**src/rtl/fracn_bclk_gen.sv**
```systemverilog
module fracn_bclk_gen #(
  parameter int W = 16
) (
  input  logic         clk,
  input  logic         rst_n,
  input  logic         en,
  input  logic [W-1:0] ratio_n,
  input  logic [W-1:0] ratio_m,
  output logic         bclk_o,
  output logic         period_o,
  output logic [W-1:0] min_len_o,
  output logic [W-1:0] max_len_o
);
  localparam int XW = W + 2;

  logic         run, first;
  logic [W-1:0] n_q, m_q, acc, acc0, cnt;

  wire          in_ok   = (ratio_n != '0) && ({ratio_n, 1'b0} <= {1'b0, ratio_m});
  wire          changed = (ratio_n != n_q) || (ratio_m != m_q);
  wire [W:0]    sum     = {1'b0, acc} + {1'b0, n_q};
  wire          wrap    = sum >= {1'b0, m_q};
  wire [W:0]    rem_x   = sum - {1'b0, m_q};
  wire [W-1:0]  rem     = rem_x[W-1:0];
  wire [W-1:0]  len     = cnt + 1'b1;
  wire [XW-1:0] probe   = {1'b0, acc, 1'b0} + XW'(n_q) - XW'(acc0);
  wire          hi      = probe < XW'(m_q);

  always_ff @(posedge clk) begin
    if (!rst_n) begin
      run       <= 1'b0;
      first     <= 1'b0;
      n_q       <= '0;
      m_q       <= '0;
      acc       <= '0;
      acc0      <= '0;
      cnt       <= '0;
      bclk_o    <= 1'b0;
      period_o  <= 1'b0;
      min_len_o <= '1;
      max_len_o <= '0;
    end else begin
      bclk_o   <= run & en & hi;
      period_o <= run & en & first;
      if (!run) begin
        if (en && in_ok) begin
          run       <= 1'b1;
          first     <= 1'b1;
          n_q       <= ratio_n;
          m_q       <= ratio_m;
          acc       <= '0;
          acc0      <= '0;
          cnt       <= '0;
          min_len_o <= '1;
          max_len_o <= '0;
        end
      end else if (!en) begin
        run   <= 1'b0;
        first <= 1'b0;
      end else if (wrap) begin
        if (len < min_len_o) min_len_o <= len;
        if (len > max_len_o) max_len_o <= len;
        cnt <= '0;
        if (in_ok) begin
          first <= 1'b1;
          n_q   <= ratio_n;
          m_q   <= ratio_m;
          acc   <= changed ? '0 : rem;
          acc0  <= changed ? '0 : rem;
        end else begin
          run   <= 1'b0;
          first <= 1'b0;
        end
      end else begin
        acc   <= sum[W-1:0];
        cnt   <= cnt + 1'b1;
        first <= 1'b0;
      end
    end
  end

  assert_strobe_in_high_R4: assert property (@(posedge clk) disable iff (!rst_n)
    period_o |-> bclk_o);

  assert_idle_quiet_R5: assert property (@(posedge clk) disable iff (!rst_n)
    !run |=> (!bclk_o && !period_o));

  assert_ratio_held_R6: assert property (@(posedge clk) disable iff (!rst_n)
    (run && !first) |-> ($stable(n_q) && $stable(m_q)));

  assert_stats_order_R7: assert property (@(posedge clk) disable iff (!rst_n)
    (max_len_o != '0) |-> (min_len_o <= max_len_o));

  assert_gate_off_R8: assert property (@(posedge clk) disable iff (!rst_n)
    !en |=> (!bclk_o && !period_o));

endmodule

```
**config.mk**
```make
export PLATFORM = sky130hd
export DESIGN_NAME = fracn_bclk_gen
export DESIGN_NICKNAME = d
export VERILOG_FILES = /design/src/rtl/fracn_bclk_gen.sv
export SDC_FILE = /design/constraint.sdc
export NUM_CORES = 1
export LEC_CHECK = 0
export BUFFER_PORTS_ARGS = -buffer_cell sky130_fd_sc_hd__buf_4
export CAP_MARGIN = 20
export CORE_UTILIZATION = 50
export CTS_CLUSTER_SIZE = 25
export DETAILED_ROUTE_END_ITERATION = 8
export GPL_TIMING_DRIVEN = 0
export HOLD_SLACK_MARGIN = 0.06
export PLACE_DENSITY = 0.68
export SLEW_MARGIN = 0
export SYNTH_ARGS = -nofsm -noshare
export SYNTH_HDL_FRONTEND = slang
export SYNTH_SLANG_ARGS = --single-unit
```
**constraint.sdc**
```tcl
create_clock -name clk -period 5 [get_ports clk]
set_clock_uncertainty 0.15 [all_clocks]
set_input_delay 1 -clock clk [delete_from_list [all_inputs] [get_ports clk]]
set_output_delay 1 -clock clk [all_outputs]
set_load 0.03 [all_outputs]
```
# After elaboration in Yosys (flattened, before gate mapping)
# Index checks and enable logic that the tools add are counted.
dict set report totals {
  output_inout_bits 34
  inputBits 35
  reg_bits 116
  word_cells 82
}
dict set report classes {
  addsub 5
  order_cmp 5
  n_eq_ne 8
  n_bitwise 3
  n_mux 40
  n_reduce_logical 10
}
# op count
set op_table {}
lappend op_table {{two-way mux 16 bit} 31}
lappend op_table {{inequality test 16 bit} 2}
lappend op_table {{adder 17 x 16 -> 18 bit} 1}
lappend op_table {{< comparator 18 x 16 -> 1 bit} 1}
lappend op_table {{subtractor 18 x 16 -> 18 bit} 1}
lappend op_table {{adder 16 x 16 -> 17 bit} 1}
lappend op_table {{greater-or-equal comparator 17 x 16 -> 1 bit} 1}
lappend op_table {{<= comparator 17 x 16 -> 1 bit} 1}
lappend op_table {{adder 16 x 1 -> 16 bit, second input constant} 1}
lappend op_table {{> comparator 16 bit} 1}
lappend op_table {{< comparator 16 bit} 1}
lappend op_table {{nonzero test 16 bit} 1}
lappend op_table {{subtractor 16 bit} 1}
lappend op_table {{AND reduction 4 bit} 3}
lappend op_table {{two-way mux 1 bit} 9}
lappend op_table {{inequality test 2 x 1 -> 1 bit, second input constant} 4}
lappend op_table {{AND 1 bit} 3}
lappend op_table {{inequality test 3 bit, second input constant} 1}
lappend op_table {{AND reduction 3 bit} 1}
lappend op_table {{logical AND 1 bit} 2}
lappend op_table {{inequality test 2 bit, second input constant} 1}
lappend op_table {{AND reduction 2 bit} 1}
lappend op_table {{nonzero test 2 bit} 1}
lappend op_table {{logical OR 1 bit} 1}

# Logic depth before layout (Yosys ltp)
dict set report logic_depth {
  depth_word 7
  mapped_depth 20
  mapped_depth_nobuf 18
}

# Worst setup path after synthesis
# OpenSTA, ideal clock, no wires.
dict set report synth_timing {
  kind {reg-to-reg}
  start {register n_q[1]}
  end {register max_len_o[11]}
  t_arrival_ns 4.143
  setup_ns 0.072
  path_stages_with_launch 18
  n_path_buf 1
  t_required_ns 4.778
  path_slack_ns 0.635
  period_less_slack_ns 4.365
  cell_sequence {dfxtp_1 > ha_1 > a211oi_1 > o21ai_0 > a31oi_1 > o21bai_1 > a31oi_1 > o21ai_0 > xor2_1 > ha_1 > and4_1 > nand2b_1 > o311a_1 > nand4_1 > nor3_2 > nor4_4 > buf_6 > mux2i_1}
}
dict set report synth_via {
  elab_chain_cells 4
}
# item line_no
set synth_lines {}
lappend synth_lines {{start, declared} 17} ;# logic [W-1:0] n_q, m_q, acc, acc0, cnt;
lappend synth_lines {{start signal, assigned} 49} ;# n_q <= ratio_n;
lappend synth_lines {{start signal, assigned} 66} ;# n_q <= ratio_n;
lappend synth_lines {{adder 16 x 16 -> 17 bit} 21} ;# wire [W:0] sum = {1'b0, acc} + {1'b0, n_q};
lappend synth_lines {{greater-or-equal comparator 17 x 16 -> 1 bit} 22} ;# wire wrap = sum >= {1'b0, m_q};
lappend synth_lines {{inequality test 2 x 1 -> 1 bit (no line)} -}
lappend synth_lines {{AND reduction 4 bit (no line)} -}
lappend synth_lines {{end signal, assigned} 62} ;# if (len > max_len_o) max_len_o <= len;
lappend synth_lines {{end, declared} 12} ;# output logic [W-1:0] max_len_o
# Every way passes these cells.
# A chain may end at the register's enable or synchronous reset.

# Final worst setup path
dict set report layout_timing {
  start {register n_q[1]}
  end {register min_len_o[3]}
}
dict set report layout_via {
  elab_chain_cells 4
}
# item line_no
set layout_lines {}
lappend layout_lines {{adder 16 x 16 -> 17 bit} 21}
lappend layout_lines {{greater-or-equal comparator 17 x 16 -> 1 bit} 22}
lappend layout_lines {{inequality test 2 x 1 -> 1 bit (no line)} -}
lappend layout_lines {{AND reduction 4 bit (no line)} -}
lappend layout_lines {{end signal, assigned} 61} ;# if (len < min_len_o) min_len_o <= len;
lappend layout_lines {{end, declared} 11} ;# output logic [W-1:0] min_len_o,
# Every way passes these cells.

==> run summary <==
Syn_nets = 1270
Clk pin slew, worst setup/hold paths = 60 ps
Antenna violations before repair = 0
Number of global-route vias before repair = 7707
Minimum setup slack in the final design = 226 ps
Last weighted congestion value of the routability-driven placer = 0.916
Final-report max-slew violation count = 0
Post-Route WL = 26600 um
Area share of the largest cell type after synthesis = 0.252
Sequential-to-total area share from yosys stat = 0.252
Number of nets in the layout = 1366
Placed Area = 10000 um2
Drt drc = 0
Total of hold buffers inserted after clock tree synthesis = 0
Worst hold path type = register to register
Number of top-level pins = 69
Width of the chip = 138 um
Commonest register cell after synthesis = dfxtp_1
Number of DRC markers in iteration 0 = 591
Site row count = 49
First-pass DRT Iterations = 6
Combined area of all synthesized cells = 9210 um2
Most repeated cell in the gate-level netlist after synthesis = inv_1
Count of distinct cell types in the synthesized netlist = 68
Worst slew pin tran = 888 ps
Origin of the worst setup path = n_q[1]
Maximum fanout count along the critical path = 10
Highest Clock Rate = 0.209 GHz
Largest incremental delay on the critical path = 390 ps
Die outline area = 19000 um2
Min Clock Period, post-route = 4770 ps
Depth of the worst register-to-register path = 18
Endpoints failing setup = 0
Start-to-end type of the worst setup path = register to register
Required time of the worst setup path = 5160 ps
Detailed placement HPWL = 20700 um
Cells traversed along the worst timing path = ha_1 -> a211oi_2 -> o21ai_1 -> a31oi_2 -> o21bai_1 -> a31oi_2 -> o21ai_0 -> xor2_1 -> ha_1 -> and4_1 -> nand2b_1 -> o311a_1 -> nand4_1 -> buf_12 -> o32ai_1 -> or2_2 -> buf_2 -> o22a_1
Number of buffers created by CTS = 17
Leakage power total = 4.95 nW
Clock tree from TritonCTS = done
EDFF count, synth = 0
Launch point of the worst hold path = first
Main area contributors after synthesis = dfxtp_1 (25%), ha_1 (15%), inv_1 (6.0%)
Power after layout = 3.58 mW
Peak VDD IR = 0.285 mV
Number of hold-slack violations in the final timing report = 0
Startpoint of the worst-slack reg-to-reg timing path = n_q[1]
Signed area change from the synthesized netlist to the final layout = 17.6%
Cell type with the highest aggregate area in the netlist = dfxtp_1
Residual overflow from global routing = 0
CTS sink count = 116
Top cells by count, synth = inv_1 (147), dfxtp_1 (116), ha_1 (111)
Die height = 138 um
Fraction of layout instances using a drive strength above 1 = 0.127
Post-synthesis instance total = 1106
Library cell used as clock root buffer = clkbuf_16
Number of input and output port buffers inserted = 68
Run status = completed
CORE AREA = 18000 um2
Via count = 8275
DR WL/cell = 18.4 um
Number of storage elements in the synthesis netlist = 116
PD cells = 331 nW/um2
DR vias/cell = 5.73
Setup slack after placement = -619 ps
H-Tree Level Count = 4
Total global routing track utilization = 0.292
Clock insertion delay at the later pin of the skew report = 420 ps
Detail Route Antenna Nets = 0
Final Instance Area = 10800 um2
Worst Setup End Kind = register
Average size of a mapped cell = 8.33 um2
Worst slew margin relative to its limit = 0.402
Number of warning messages in the yosys log = 0
First-pass GRT wire length = 41800 um
Critical-path top delay cell = or2_2
Data arrival, critical path = 4940 ps
Starting density of the core = 0.511
CTS Buffer Depth = 2
Count of cells along the worst hold path = 2
Async set or reset register ratio after synthesis = 0
Max capacitance violation total = 0
Period Utilization, post-route = 0.955
Final-layout setup total negative slack = 0 ps
Category of the worst setup path launch point = register
Maximum number of pins on one net before global-route repair = 17
Number of diodes added for antenna fixing = 0
==> stage by stage <==
step | util | instances | hold WS [ps]
6_report | 0.601 | 1444 | 317
5_1_grt | 0.601 | 1444 | 346
4_1_cts | 0.593 | 1437 | 315
3_5_place_dp | 0.555 | 1403 | 307
3_3_place_gp | 0.555 | 1403 | 288
2_1_floorplan | - | 1106 | 282
==> sequential cells by signal, indices dropped and copies added (netlist names) <==
signal	count
run	1
bclk_o	1
m_q	16
period_o	1
n_q	16
first	1
acc	16
max_len_o	16
acc0	16
cnt	16
min_len_o	16
==> per-layer routing <==
| layer | GRT usage | wire, um | vias up |
|---|---|---|---|
| li1 | - | - | 4126 |
| met1 | 0.404 | 12500 | 3850 |
| met2 | 0.444 | 11600 | 264 |
| met3 | 0.0798 | 2150 | 35 |
| met4 | 0.0779 | 405 | 0 |
| met5 | 0 | 0 | - |
==> area by class of cell <==
cell class	count	area [um2]
Sequential cell	116	2320
Clock inverter	11	151
Fill cell	1633	7190
Tap cell	229	287
Timing Repair Buffer	78	596
Clock buffer	21	450
Buffer	29	170
Multi-Input combinational cell	813	6300
Inverter	147	552
==> repair_timing <==
action | in CTS | in global routing
endpoints found under the setup margin | 115 | 109
pin swaps | 3 | 4
resized for setup | 13 | 26
setup buffers | 2 | 7
==> placed cells by master (no fill, tap or decap), drive strengths merged, types with 9 or more instances in the layout <==
master | Yosys | layout
xor2 | 43 | 43
nand3 | 24 | 24
clkbuf | 18 | 40
dfxtp | 116 | 116
or3 | 9 | 9
nor4 | 23 | 23
mux2i | 48 | 48
o21a | 14 | 14
nand4 | 13 | 13
nor2b | 14 | 14
buf | 12 | 88
a21o | 18 | 18
nand2 | 67 | 67
inv | 147 | 149
nor2 | 86 | 86
and3 | 11 | 11
o21bai | 9 | 9
fa | 18 | 18
o22a | 16 | 16
a22oi | 26 | 26
ha | 111 | 111
a211oi | 11 | 11
o21ai | 41 | 41
a21oi | 67 | 67
nor3 | 22 | 22
xnor2 | 36 | 36
==> path summary, 6_finish.rpt <==
| path | slack [ps] | end |
|---|---|---|
| worst min-delay path | 320 | first |
| worst max register to register | 230 | min_len_o[3] |
| worst min register to register | 320 | first |
| worst max-delay path | 230 | min_len_o[3] |
==> critical path: cells and delay by family, from the launching register on <==
family,cells,cell delay [ps]
AOI/OAI and AO/OA,9,2100
xor gates and xnor gates,1,170
adders and majority gates,2,660
buffers and inverters,2,380
DFF,1,340
and+or+nand+nor,4,840
==> report_power, final <==
group / leakage [nW] / internal [mW] / switching (mW)
Sequential: 0.941 / 0.958 / 0.0352
Clock: 0.292 / 0.800 / 0.473
Combinational: 3.72 / 0.548 / 0.768
==> logic make-up after synthesis <==
family,count (synthesis),share of synthesized area
AO/OA/AOI/OAI,259,0.194
XOR/XNOR,79,0.0751
adder cells (fa/ha/maj),129,0.190
buffers and inverters,177,0.0757
flip-flops,116,0.252
multiplexers,50,0.0546
AND/OR/NAND/NOR,296,0.158
(Power assumes the default switching activity.)
